===== config.mk =====
export PLATFORM = sky130hd
export DESIGN_NAME = alias_regbank
export DESIGN_NICKNAME = d
export VERILOG_FILES = /design/src/rtl/alias_regbank_pkg.sv /design/src/rtl/alias_regbank_decode.sv /design/src/rtl/alias_regbank_cell.sv /design/src/rtl/alias_regbank_rdmux.sv /design/src/rtl/alias_regbank.sv
export SDC_FILE = /design/constraint.sdc
export NUM_CORES = 1
export LEC_CHECK = 0
export ABC_AREA = 1
export BUFFER_PORTS_ARGS = -buffer_cell sky130_fd_sc_hd__buf_4
export CAP_MARGIN = 20
export CORE_MARGIN = 1
export CORE_UTILIZATION = 30
export DETAILED_ROUTE_END_ITERATION = 10
export GPL_ROUTABILITY_DRIVEN = 0
export PLACE_DENSITY = 0.62
export SYNTH_ARGS = -nofsm -noshare
export SYNTH_HDL_FRONTEND = slang
export SYNTH_SLANG_ARGS = --single-unit

===== constraint.sdc =====
create_clock -name clk_i -period 1.4 [get_ports clk_i]
set_input_delay 0 -clock clk_i [delete_from_list [all_inputs] [get_ports clk_i]]
set_output_delay 0 -clock clk_i [all_outputs]
set_load 0.005 [all_outputs]

===== src/rtl/alias_regbank_pkg.sv =====
package alias_regbank_pkg;

    localparam int WORD_W = 32;

    typedef logic [WORD_W-1:0] word_t;

    typedef enum logic [1:0] {
        OP_WRITE = 2'd0,
        OP_SET   = 2'd1,
        OP_CLR   = 2'd2,
        OP_TOG   = 2'd3
    } alias_op_e;

    // Register 0 bits owned by the soft reset (31) and clock gate (30)
    localparam word_t CTRL_MASK = 32'hC000_0000;
    localparam word_t CTRL_RST  = 32'h4000_0000;

    typedef struct packed {
        logic  ready;
        word_t rdata;
    } bus_state_t;

    function automatic word_t alias_apply(input alias_op_e op, input word_t cur, input word_t wd);
        word_t r;
        unique case (op)
            OP_WRITE: r = wd;
            OP_SET:   r = cur | wd;
            OP_CLR:   r = cur & ~wd;
            OP_TOG:   r = cur ^ wd;
            default:  r = cur;
        endcase
        return r;
    endfunction

endpackage


===== src/rtl/alias_regbank_decode.sv =====
module alias_regbank_decode
    import alias_regbank_pkg::*;
#(
    parameter int NUM_REGS = 4,
    parameter int ADDR_W   = 6,
    localparam int IDX_W   = ADDR_W - 2
) (
    input  logic                sel_i,
    input  logic                we_i,
    input  logic [ADDR_W-1:0]   addr_i,
    output logic [NUM_REGS-1:0] wr_o,
    output alias_op_e           op_o,
    output logic [IDX_W-1:0]    idx_o
);

    always_comb begin
        idx_o = addr_i[ADDR_W-1:2];
        op_o  = alias_op_e'(addr_i[1:0]);
    end

    for (genvar k = 0; k < NUM_REGS; k++) begin : g_wr
        assign wr_o[k] = sel_i && we_i && (idx_o == IDX_W'(k));
    end

endmodule


===== src/rtl/alias_regbank_cell.sv =====
module alias_regbank_cell
    import alias_regbank_pkg::*;
#(
    parameter bit    IS_CTRL = 1'b0,
    parameter word_t RST_VAL = '0,
    parameter word_t RO_MASK = '0
) (
    input  logic      clk_i,
    input  logic      rst_ni,
    input  logic      wr_i,
    input  alias_op_e op_i,
    input  word_t     wdata_i,
    input  logic      hold_i,
    input  word_t     status_i,
    output word_t     value_o,
    output word_t     view_o,
    output logic      srst_nxt_o
);

    localparam word_t WMASK = ~RO_MASK;

    word_t val_d, val_q, upd;
    logic  srst_nxt;

    always_comb begin
        upd      = wr_i ? alias_apply(op_i, val_q, wdata_i) : val_q;
        upd      = upd & WMASK;
        val_d    = upd;
        srst_nxt = 1'b0;
        if (IS_CTRL) begin
            srst_nxt = upd[WORD_W-1];
            if (srst_nxt) begin
                val_d = (upd & CTRL_MASK) | (RST_VAL & ~CTRL_MASK);
            end
        end
        if (hold_i) begin
            val_d = RST_VAL & WMASK;
        end
    end

    always_ff @(posedge clk_i or negedge rst_ni) begin
        if (!rst_ni) begin
            val_q <= RST_VAL & WMASK;
        end else begin
            val_q <= val_d;
        end
    end

    assign value_o    = val_q;
    assign view_o     = (val_q & WMASK) | (status_i & RO_MASK);
    assign srst_nxt_o = srst_nxt;


    write_val_chk: assert property (@(posedge clk_i) disable iff (!rst_ni)
        (wr_i && op_i == OP_WRITE && !hold_i && !srst_nxt) |=> (val_q == ($past(wdata_i) & WMASK)));


    set_bits_chk: assert property (@(posedge clk_i) disable iff (!rst_ni)
        (wr_i && op_i == OP_SET && !hold_i && !srst_nxt)
        |=> ((val_q & $past(wdata_i) & WMASK) == ($past(wdata_i) & WMASK))
            && ((val_q & ~$past(wdata_i)) == ($past(val_q) & ~$past(wdata_i))));


    clr_bits_chk: assert property (@(posedge clk_i) disable iff (!rst_ni)
        (wr_i && op_i == OP_CLR && !hold_i && !srst_nxt)
        |=> ((val_q & $past(wdata_i)) == '0)
            && ((val_q & ~$past(wdata_i)) == ($past(val_q) & ~$past(wdata_i))));


    tog_bits_chk: assert property (@(posedge clk_i) disable iff (!rst_ni)
        (wr_i && op_i == OP_TOG && !hold_i && !srst_nxt)
        |=> (val_q == (($past(val_q) ^ $past(wdata_i)) & WMASK)));


    hold_reset_chk: assert property (@(posedge clk_i) disable iff (!rst_ni)
        hold_i |=> (val_q == (RST_VAL & WMASK)));


    no_write_stable_chk: assert property (@(posedge clk_i) disable iff (!rst_ni)
        (!wr_i && !hold_i && !srst_nxt) |=> $stable(val_q));

endmodule


===== src/rtl/alias_regbank_rdmux.sv =====
module alias_regbank_rdmux
    import alias_regbank_pkg::*;
#(
    parameter int NUM_REGS = 4,
    parameter int IDX_W    = 4
) (
    input  logic [IDX_W-1:0]              idx_i,
    input  logic [NUM_REGS-1:0][WORD_W-1:0] views_i,
    output word_t                         data_o
);

    always_comb begin
        data_o = '0;
        for (int k = 0; k < NUM_REGS; k++) begin
            if (idx_i == IDX_W'(k)) begin
                data_o = data_o | views_i[k];
            end
        end
    end

endmodule


===== src/rtl/alias_regbank.sv =====
module alias_regbank
    import alias_regbank_pkg::*;
#(
    parameter int    NUM_REGS = 4,
    parameter int    ADDR_W   = 6,
    parameter word_t RO_MASK  = 32'hFF00_0000
) (
    input  logic                       clk_i,
    input  logic                       rst_ni,
    input  logic                       sel_i,
    input  logic                       we_i,
    input  logic [ADDR_W-1:0]          addr_i,
    input  logic [WORD_W-1:0]          wdata_i,
    output logic [WORD_W-1:0]          rdata_o,
    output logic                       ready_o,
    input  logic [NUM_REGS*WORD_W-1:0] status_i,
    output logic [NUM_REGS*WORD_W-1:0] regs_o,
    output logic                       core_rst_o,
    output logic                       core_clken_o
);

    localparam int IDX_W = ADDR_W - 2;

    logic [NUM_REGS-1:0]              wr_vec;
    alias_op_e                        op;
    logic [IDX_W-1:0]                 idx;
    logic [NUM_REGS-1:0][WORD_W-1:0]  views;
    logic [NUM_REGS-1:0][WORD_W-1:0]  values;
    logic [NUM_REGS-1:0]              srst_nxt;
    logic                             hold_others;
    word_t                            rd_word;
    bus_state_t                       st_d, st_q;

    alias_regbank_decode #(
        .NUM_REGS (NUM_REGS),
        .ADDR_W   (ADDR_W)
    ) u_dec (
        .sel_i  (sel_i),
        .we_i   (we_i),
        .addr_i (addr_i),
        .wr_o   (wr_vec),
        .op_o   (op),
        .idx_o  (idx)
    );

    assign hold_others = |srst_nxt;

    for (genvar k = 0; k < NUM_REGS; k++) begin : g_reg
        if (k == 0) begin : g_ctrl
            alias_regbank_cell #(
                .IS_CTRL (1'b1),
                .RST_VAL (CTRL_RST),
                .RO_MASK ('0)
            ) u_cell (
                .clk_i      (clk_i),
                .rst_ni     (rst_ni),
                .wr_i       (wr_vec[k]),
                .op_i       (op),
                .wdata_i    (wdata_i),
                .hold_i     (1'b0),
                .status_i   (status_i[k*WORD_W +: WORD_W]),
                .value_o    (values[k]),
                .view_o     (views[k]),
                .srst_nxt_o (srst_nxt[k])
            );
        end else begin : g_data
            alias_regbank_cell #(
                .IS_CTRL (1'b0),
                .RST_VAL ('0),
                .RO_MASK (RO_MASK)
            ) u_cell (
                .clk_i      (clk_i),
                .rst_ni     (rst_ni),
                .wr_i       (wr_vec[k]),
                .op_i       (op),
                .wdata_i    (wdata_i),
                .hold_i     (hold_others),
                .status_i   (status_i[k*WORD_W +: WORD_W]),
                .value_o    (values[k]),
                .view_o     (views[k]),
                .srst_nxt_o (srst_nxt[k])
            );
        end
    end

    alias_regbank_rdmux #(
        .NUM_REGS (NUM_REGS),
        .IDX_W    (IDX_W)
    ) u_rdmux (
        .idx_i   (idx),
        .views_i (views),
        .data_o  (rd_word)
    );

    always_comb begin
        st_d       = st_q;
        st_d.ready = sel_i;
        if (sel_i && !we_i) begin
            st_d.rdata = rd_word;
        end
    end

    always_ff @(posedge clk_i or negedge rst_ni) begin
        if (!rst_ni) begin
            st_q <= '0;
        end else begin
            st_q <= st_d;
        end
    end

    assign rdata_o      = st_q.rdata;
    assign ready_o      = st_q.ready;
    assign regs_o       = views;
    assign core_rst_o   = values[0][WORD_W-1];
    assign core_clken_o = ~values[0][WORD_W-2];


    ready_follow_chk: assert property (@(posedge clk_i) disable iff (!rst_ni)
        sel_i |=> ready_o);


    ready_idle_chk: assert property (@(posedge clk_i) disable iff (!rst_ni)
        !sel_i |=> !ready_o);


    unmapped_write_chk: assert property (@(posedge clk_i) disable iff (!rst_ni)
        (sel_i && we_i && idx >= IDX_W'(NUM_REGS) && !core_rst_o) |=> $stable(values));


    unmapped_read_chk: assert property (@(posedge clk_i) disable iff (!rst_ni)
        (sel_i && !we_i && idx >= IDX_W'(NUM_REGS)) |=> (rdata_o == '0));


    soft_reset_hold_chk: assert property (@(posedge clk_i) disable iff (!rst_ni)
        core_rst_o |-> ((values[0] & ~CTRL_MASK) == (CTRL_RST & ~CTRL_MASK)));

endmodule


==> Word level (Yosys, flattened, before mapping) <==
Cells that the tools add are included.
{ "word_totals": {"rom_bits": 0, "mem_bits_rw": 0, "mem_count": 0, "out_inout_bits": 163, "latchBits": 0, "ff_bits": 137, "input_bits": 170, "wordCells": 62} }
{ "classes": {"n_shift": 0, "n_eq_ne": 6, "add_sub_neg": 0, "mux": 16, "bitwise": 20, "div": 0, "magnitude_cmp": 0, "multipliers": 0, "n_reduce_logical": 13} }
{ "ops": {"columns": ["cell", "n"], "rows": [
  ["24-bit one-hot mux with 4 select lines", 3],
  ["32-bit 2-to-1 mux", 6],
  ["24-bit 2-to-1 mux", 6],
  ["32-bit bitwise OR", 4],
  ["32-bit one-hot mux with 4 select lines", 1],
  ["24-bit by 32-bit bitwise OR with 32-bit output", 3],
  ["24-bit AND", 3],
  ["24-bit bitwise OR", 3],
  ["24-bit bitwise XOR", 3],
  ["32-bit AND", 1],
  ["32-bit inverter", 1],
  ["32-bit bitwise XOR", 1],
  ["4-bit by 2-bit equality test with 1-bit output, second input constant", 2],
  ["2-bit nonzero test", 4],
  ["1-bit logical AND", 6],
  ["2-bit equality test, second input constant", 2],
  ["4-bit by 1-bit equality test with 1-bit output, second input constant", 1],
  ["4-bit zero test", 1],
  ["2-bit by 1-bit equality test with 1-bit output, second input constant", 1],
  ["2-bit zero test", 1],
  ["1-bit zero test", 1],
  ["1-bit inverter", 1]
]} }

==> Depth between registers and ports, before layout <==
{ "logic_depth": {"depth_word": 8, "mapped_depth": 11, "ltp_nobuf": 9} }

==> By module <==
From an unflattened synthesis, not the netlist that was laid out.
{ "hier_totals": {"hier_cells": 2225, "area_unflattened_um2": 15263.4} }
{ "by_module_without_submodules": {"columns": ["mod", "instances", "seq_area_each_um2", "cells_each", "area_per_inst_um2"], "rows": [
  ["alias_regbank_cell at g_reg[1].g_data.u_cell ...", 3, 600.6, 405, 2870.3],
  ["alias_regbank_cell at g_reg[0].g_ctrl.u_cell", 1, 802.0, 522, 3672.3],
  ["alias_regbank_rdmux", 1, 0.0, 322, 1463.9],
  ["alias_regbank", 1, 825.8, 146, 1413.9],
  ["alias_regbank_decode", 1, 0.0, 20, 102.6]
]} }

==> Worst setup path before layout <==
OpenSTA, ideal clock, no wires.
{ "synth_timing": {"kind": "register to register", "startpoint": "register g_reg[0].g_ctrl.u_cell.val_q[31]", "endpoint": "register g_reg[2].g_data.u_cell.val_q[0]", "setup_time_ps": 112, "stages_incl_launch_ff": 11, "t_arrival_ps": 1361, "slack_ps": -73, "synth_period_minus_slack_ps": 1473, "path_buffers": 1, "required_time_ps": 1288, "cell_sequence": "dfrtp_1 -> inv_1 -> ha_1 -> nand3_1 -> nand2_1 -> nor2_1 -> nand2_1 -> nand2_2 -> buf_4 -> nand2_1 -> inv_2"} }
{ "synth_via": {"elab_chain_len": 4, "word_cells_on_any_way": 7, "cone_classes": "mux (3); bitwise (3); reduce/logical (1)"} }
{ "synth_lines": {"columns": ["element", "line", "rtl"], "rows": [
  ["start: declaration", "alias_regbank_cell.sv:22", "word_t val_d, val_q, upd;"],
  ["start signal: assignment", "alias_regbank_cell.sv:43", "val_q <= RST_VAL & WMASK;"],
  ["start signal: assignment", "alias_regbank_cell.sv:45", "val_q <= val_d;"],
  ["32-bit bitwise XOR, or another cell as far along", "alias_regbank_pkg.sv:29", "OP_TOG: r = cur ^ wd;"],
  ["32-bit one-hot mux with 4 select lines", "alias_regbank_pkg.sv:25", "unique case (op)"],
  ["32-bit 2-to-1 mux *", "alias_regbank_cell.sv:26", "upd = wr_i ? alias_apply(op_i, val_q, wdata_i) : val_q;"],
  ["24-bit 2-to-1 mux / 2-bit nonzero test (equally long branches)", null, null],
  ["end signal: assignment", "alias_regbank_cell.sv:43", null],
  ["end signal: assignment", "alias_regbank_cell.sv:45", null],
  ["end: declaration", "alias_regbank_cell.sv:22", null]
]} }
Mark *: on every way between the ends. The rest lies on a longest branch, timed or not. The select of a mux whose other input is x is not followed.
A chain may end at the register's enable or synchronous reset.

==> Worst setup path after layout <==
{ "layout_timing": {"startpoint": "register g_reg[0].g_ctrl.u_cell.val_q[31]", "endpoint": "register g_reg[3].g_data.u_cell.val_q[19]"} }
{ "layout_via": {"elab_chain_len": 4, "word_cells_on_any_way": 7, "cone_classes": "mux (3); bitwise (3); reduce/logical (1)"} }
{ "layout_lines": {"columns": ["element", "line"], "rows": [
  ["32-bit bitwise XOR, or another cell as far along", "alias_regbank_pkg.sv:29"],
  ["32-bit one-hot mux with 4 select lines", "alias_regbank_pkg.sv:25"],
  ["32-bit 2-to-1 mux *", "alias_regbank_cell.sv:26"],
  ["24-bit 2-to-1 mux / 2-bit nonzero test (equally long branches)", null],
  ["end signal: assignment", "alias_regbank_cell.sv:43"],
  ["end signal: assignment", "alias_regbank_cell.sv:45"],
  ["end: declaration", "alias_regbank_cell.sv:22"]
]} }
Marks and branches as above.

==> flow_summary.yaml <==
grt:
  antenna_found_initial: 3
  grt_max_degree: 84
  grt_pass1_wl_um: 72000
  overflow: 0
  grt_pass1_vias: 13300
  grt_usage_pct: 21.1
place:
  place_ws_ps: -207
  hpwl_um: 30400
  place_area_mm2: 0.0155
  dp.cells: 2713
  portBuffers: 228
worst_setup_path:
  end_kind: "flop"
  cp_max_fo: 7
  worstSetupPathType: "flop to flop"
  cp_cell_sequence: "inv_2, ha_4, nand3_2, nand2_1, nor2_1, nand2_2, nand2_8, buf_6, buf_12, nand2_4, inv_2"
  worstPathArrival_ps: 1920
  cpPeakStageDelay_ps: 400
  critPathSlowestCell: "dfrtp_1"
  cp-start-kind: "flop"
  crit_top_cell: "inv_2"
  required_ps: 1740
sta:
  hold_viol_final: 0
  finalSetupViolations: 103
  finalSetupTns_ps: -12180
  fin_ws_ps: -179
  grt_setup_unrepaired: "yes"
  fmax_mhz: 633
  min_period_ps: 1580
  slew-limit-headroom_pct: 61.9
  finClkSkew_ps: 11.7
  tightest_slew_ps: 572
  fin_crit_sh_pct: 113
  drv_slew: 0
detailed_routing:
  drc_errors: 0
  vias: 13500
  route.met2.wl_um: 21900
  wl_met3_um: 2500
  viasPerCell: 4.81
  ant_nets: 0
  totalWireLength_um: 45200
  met1Wirelength_um: 19700
  top_layer: "met5"
  drt_iter0_drc: 764
  wl_per_cell_um: 16.1
  dr.pass1.iters: 7
floorplan:
  rows: 75
  start_util_pct: 30.5
  ios: 333
  die_area_mm2: 0.0436
  die_h_um: 209
  coreArea_mm2: 0.0420
  die_w_um: 209
yosys:
  synthMuxAreaShare_pct: 0
  synthXorXnorAreaFrac_pct: 0
  syn_inst: 2000
  ys_seq_area_share_pct: 26.7
  yosys.area_share.simple_pct: 38.4
  syn_area_per_cell_um2: 6.42
  synth_top_family_by_area: "simple AND/OR/NAND/NOR gates"
  synth_compound_area_share_pct: 2.44
  synth.ff_latch_count: 137
  synth-warning-count: 0
  ys_types: 25
  synthesis.area_mm2: 0.0128
  synth_nets: 2378
  synthAdderAreaFrac_pct: 20.3
run_status:
  violations: "setup timing"
  status: "finished, violations left"
pwr:
  powerDensity_mw_per_mm2: 728
  p_leak_nw: 9.52
  ir_drop_mv: 0.891
clock_tree:
  clk_latency_ps: 450
  cts_tree: "yes"
  cts_max_level: 4
  clockBufferDepth: 2
  root_buffer: "clkbuf_16"
  path_clk_slew_ps: 60
  cts.sinks: 137
  cts_buffers: 17
layout:
  fin_util_pct: 40.2
  nFillCells: 4345
  instances_no_fill: 2803
  area_growth_pct: 31.8
  antenna_cells: 0
  fin_nets: 2629
  stdcell_area_mm2: 0.0169
  drive_gt1_share_pct: 18.4
min_path:
  min_path_type: "input pin to flop"
run:
  max_cap_violations: 0
==> through the flow <==
stage / power, W / hold slack (ps)
CTS: 0.0125 / 1.33
finish: 0.0123 / 11.6
floorplan: 0.00570 / -296
global placement: 0.00683 / -39.1
detailed placement: 0.00691 / -39.9
global route: 0.0129 / 17.8
==> synth_stat cells (all sizes together) <==
cell type | count | area share [%]
nand2 | 632 | 19
nor2 | 393 | 12
ha | 208 | 20
nand3b | 1 | 0.059
nor3 | 1 | 0.039
nand3 | 199 | 7.8
dfrtp | 136 | 27
o21ai | 31 | 1.2
clkbuf | 33 | 0.97
o211ai | 1 | 0.059
nor2b | 1 | 0.049
buf | 91 | 4.1
inv | 241 | 7.0
dfstp | 1 | 0.20
nand4 | 6 | 0.29
o21bai | 10 | 0.58
a21oi | 15 | 0.58
==> where the power goes <==
part	total (W)	internal [W]	leakage (nW)	switching [W]
registers	0.00420	0.00410	1.84	0.0000977
clock network	0.00513	0.00317	0.315	0.00196
logic	0.00299	0.00125	7.36	0.00174
==> critical path: cells and delay by family (launching register included) <==
| kind | cells | cell delay (ps) |
|---|---|---|
| flops | 1 | 400 |
| fa+ha+maj | 1 | 260 |
| simple gates | 6 | 410 |
| buf+inv | 4 | 400 |
==> area by class of cell <==
| class | count | area, um2 | area share [%] |
|---|---|---|---|
| multi-input combinational | 1498 | 8080 | 47.8 |
| sequential | 137 | 3430 | 20.3 |
| timing repair buffer | 356 | 3170 | 18.7 |
| inverter | 241 | 912 | 5.39 |
| tap | 539 | 674 | 3.99 |
| clock buffer | 21 | 480 | 2.84 |
| clock inverter | 11 | 168 | 0.991 |
==> layer usage <==
metal	global-route usage (%)	up-vias
li1	-	6571
met1	25.8	6401
met2	36.9	419
met3	3.64	75
met4	7.38	6
met5	0	-
==> cell usage in the layout (no fill, tap or decap), types with 2 or more instances in the layout <==
master and count:
buf_8 2, nor2_4 7, o21ai_2 3, inv_4 2, bufinv_16 4, dlygate4sd3_1 49, clkinvlp_4 2, buf_6 10
nor2_1 386, ha_1 207, a21oi_1 14, buf_16 3, buf_4 271, buf_12 21, clkinv_2 5, clkbuf_8 4
nand3_1 195, nand4_1 6, nand2_4 11, clkinv_4 2, inv_2 22, nand2_1 598, o21bai_1 10, clkbuf_16 17
dfrtp_1 136, inv_1 215, o21ai_1 7, o21ai_0 21, nand2_2 22, nand3_2 3
==> state kept, by name, indices dropped and copies added (netlist names) <==
| name | count |
|---|---|
| g.g_data.u_cell.value_o | 72 |
| g.g_ctrl.u_cell.value_o | 32 |
| ready_o | 1 |
| rdata_o | 32 |
==> what timing repair did <==
action                                 CTS  global route
resized for setup                       47            30
hold buffers                            49             0
setup buffers                            9             1
setup endpoints to repair              101           104
pin swaps                                6             2
gates cloned                             4             0
endpoints found under the hold margin  167             0
==> worst paths after layout <==
check,from,to,slack (ps),cells after the start
worst min register to register,g_reg[0].g_ctrl.u_cell.value_o[30]$_DFFE_PN1N_,g_reg[0].g_ctrl.u_cell.value_o[30]$_DFFE_PN1N_,510,2
worst max-delay path,g_reg[0].g_ctrl.u_cell.value_o[31]$_DFF_PN0_,g_reg[3].g_data.u_cell.value_o[19]$_DFFE_PN0P_,-180,11
worst max register to register,g_reg[0].g_ctrl.u_cell.value_o[31]$_DFF_PN0_,g_reg[3].g_data.u_cell.value_o[19]$_DFFE_PN0P_,-180,11
min in group asynchronous,rst_ni,rdata_o[27]$_DFFE_PN0P_,50,2
worst min-delay path,status_i[91],rdata_o[27]$_DFFE_PN0P_,10,5
max in group asynchronous,rst_ni,g_reg[0].g_ctrl.u_cell.value_o[30]$_DFFE_PN1N_,770,3
==> kinds of logic after synthesis <==
kind of cell | count (synthesis)
adder cells (fa/ha/maj) | 208
buffers and inverters | 365
AND/OR/NAND/NOR | 1233
flip-flops | 137
AO/OA/AOI/OAI | 57
Note: power is estimated with default switching activity, not from simulation.
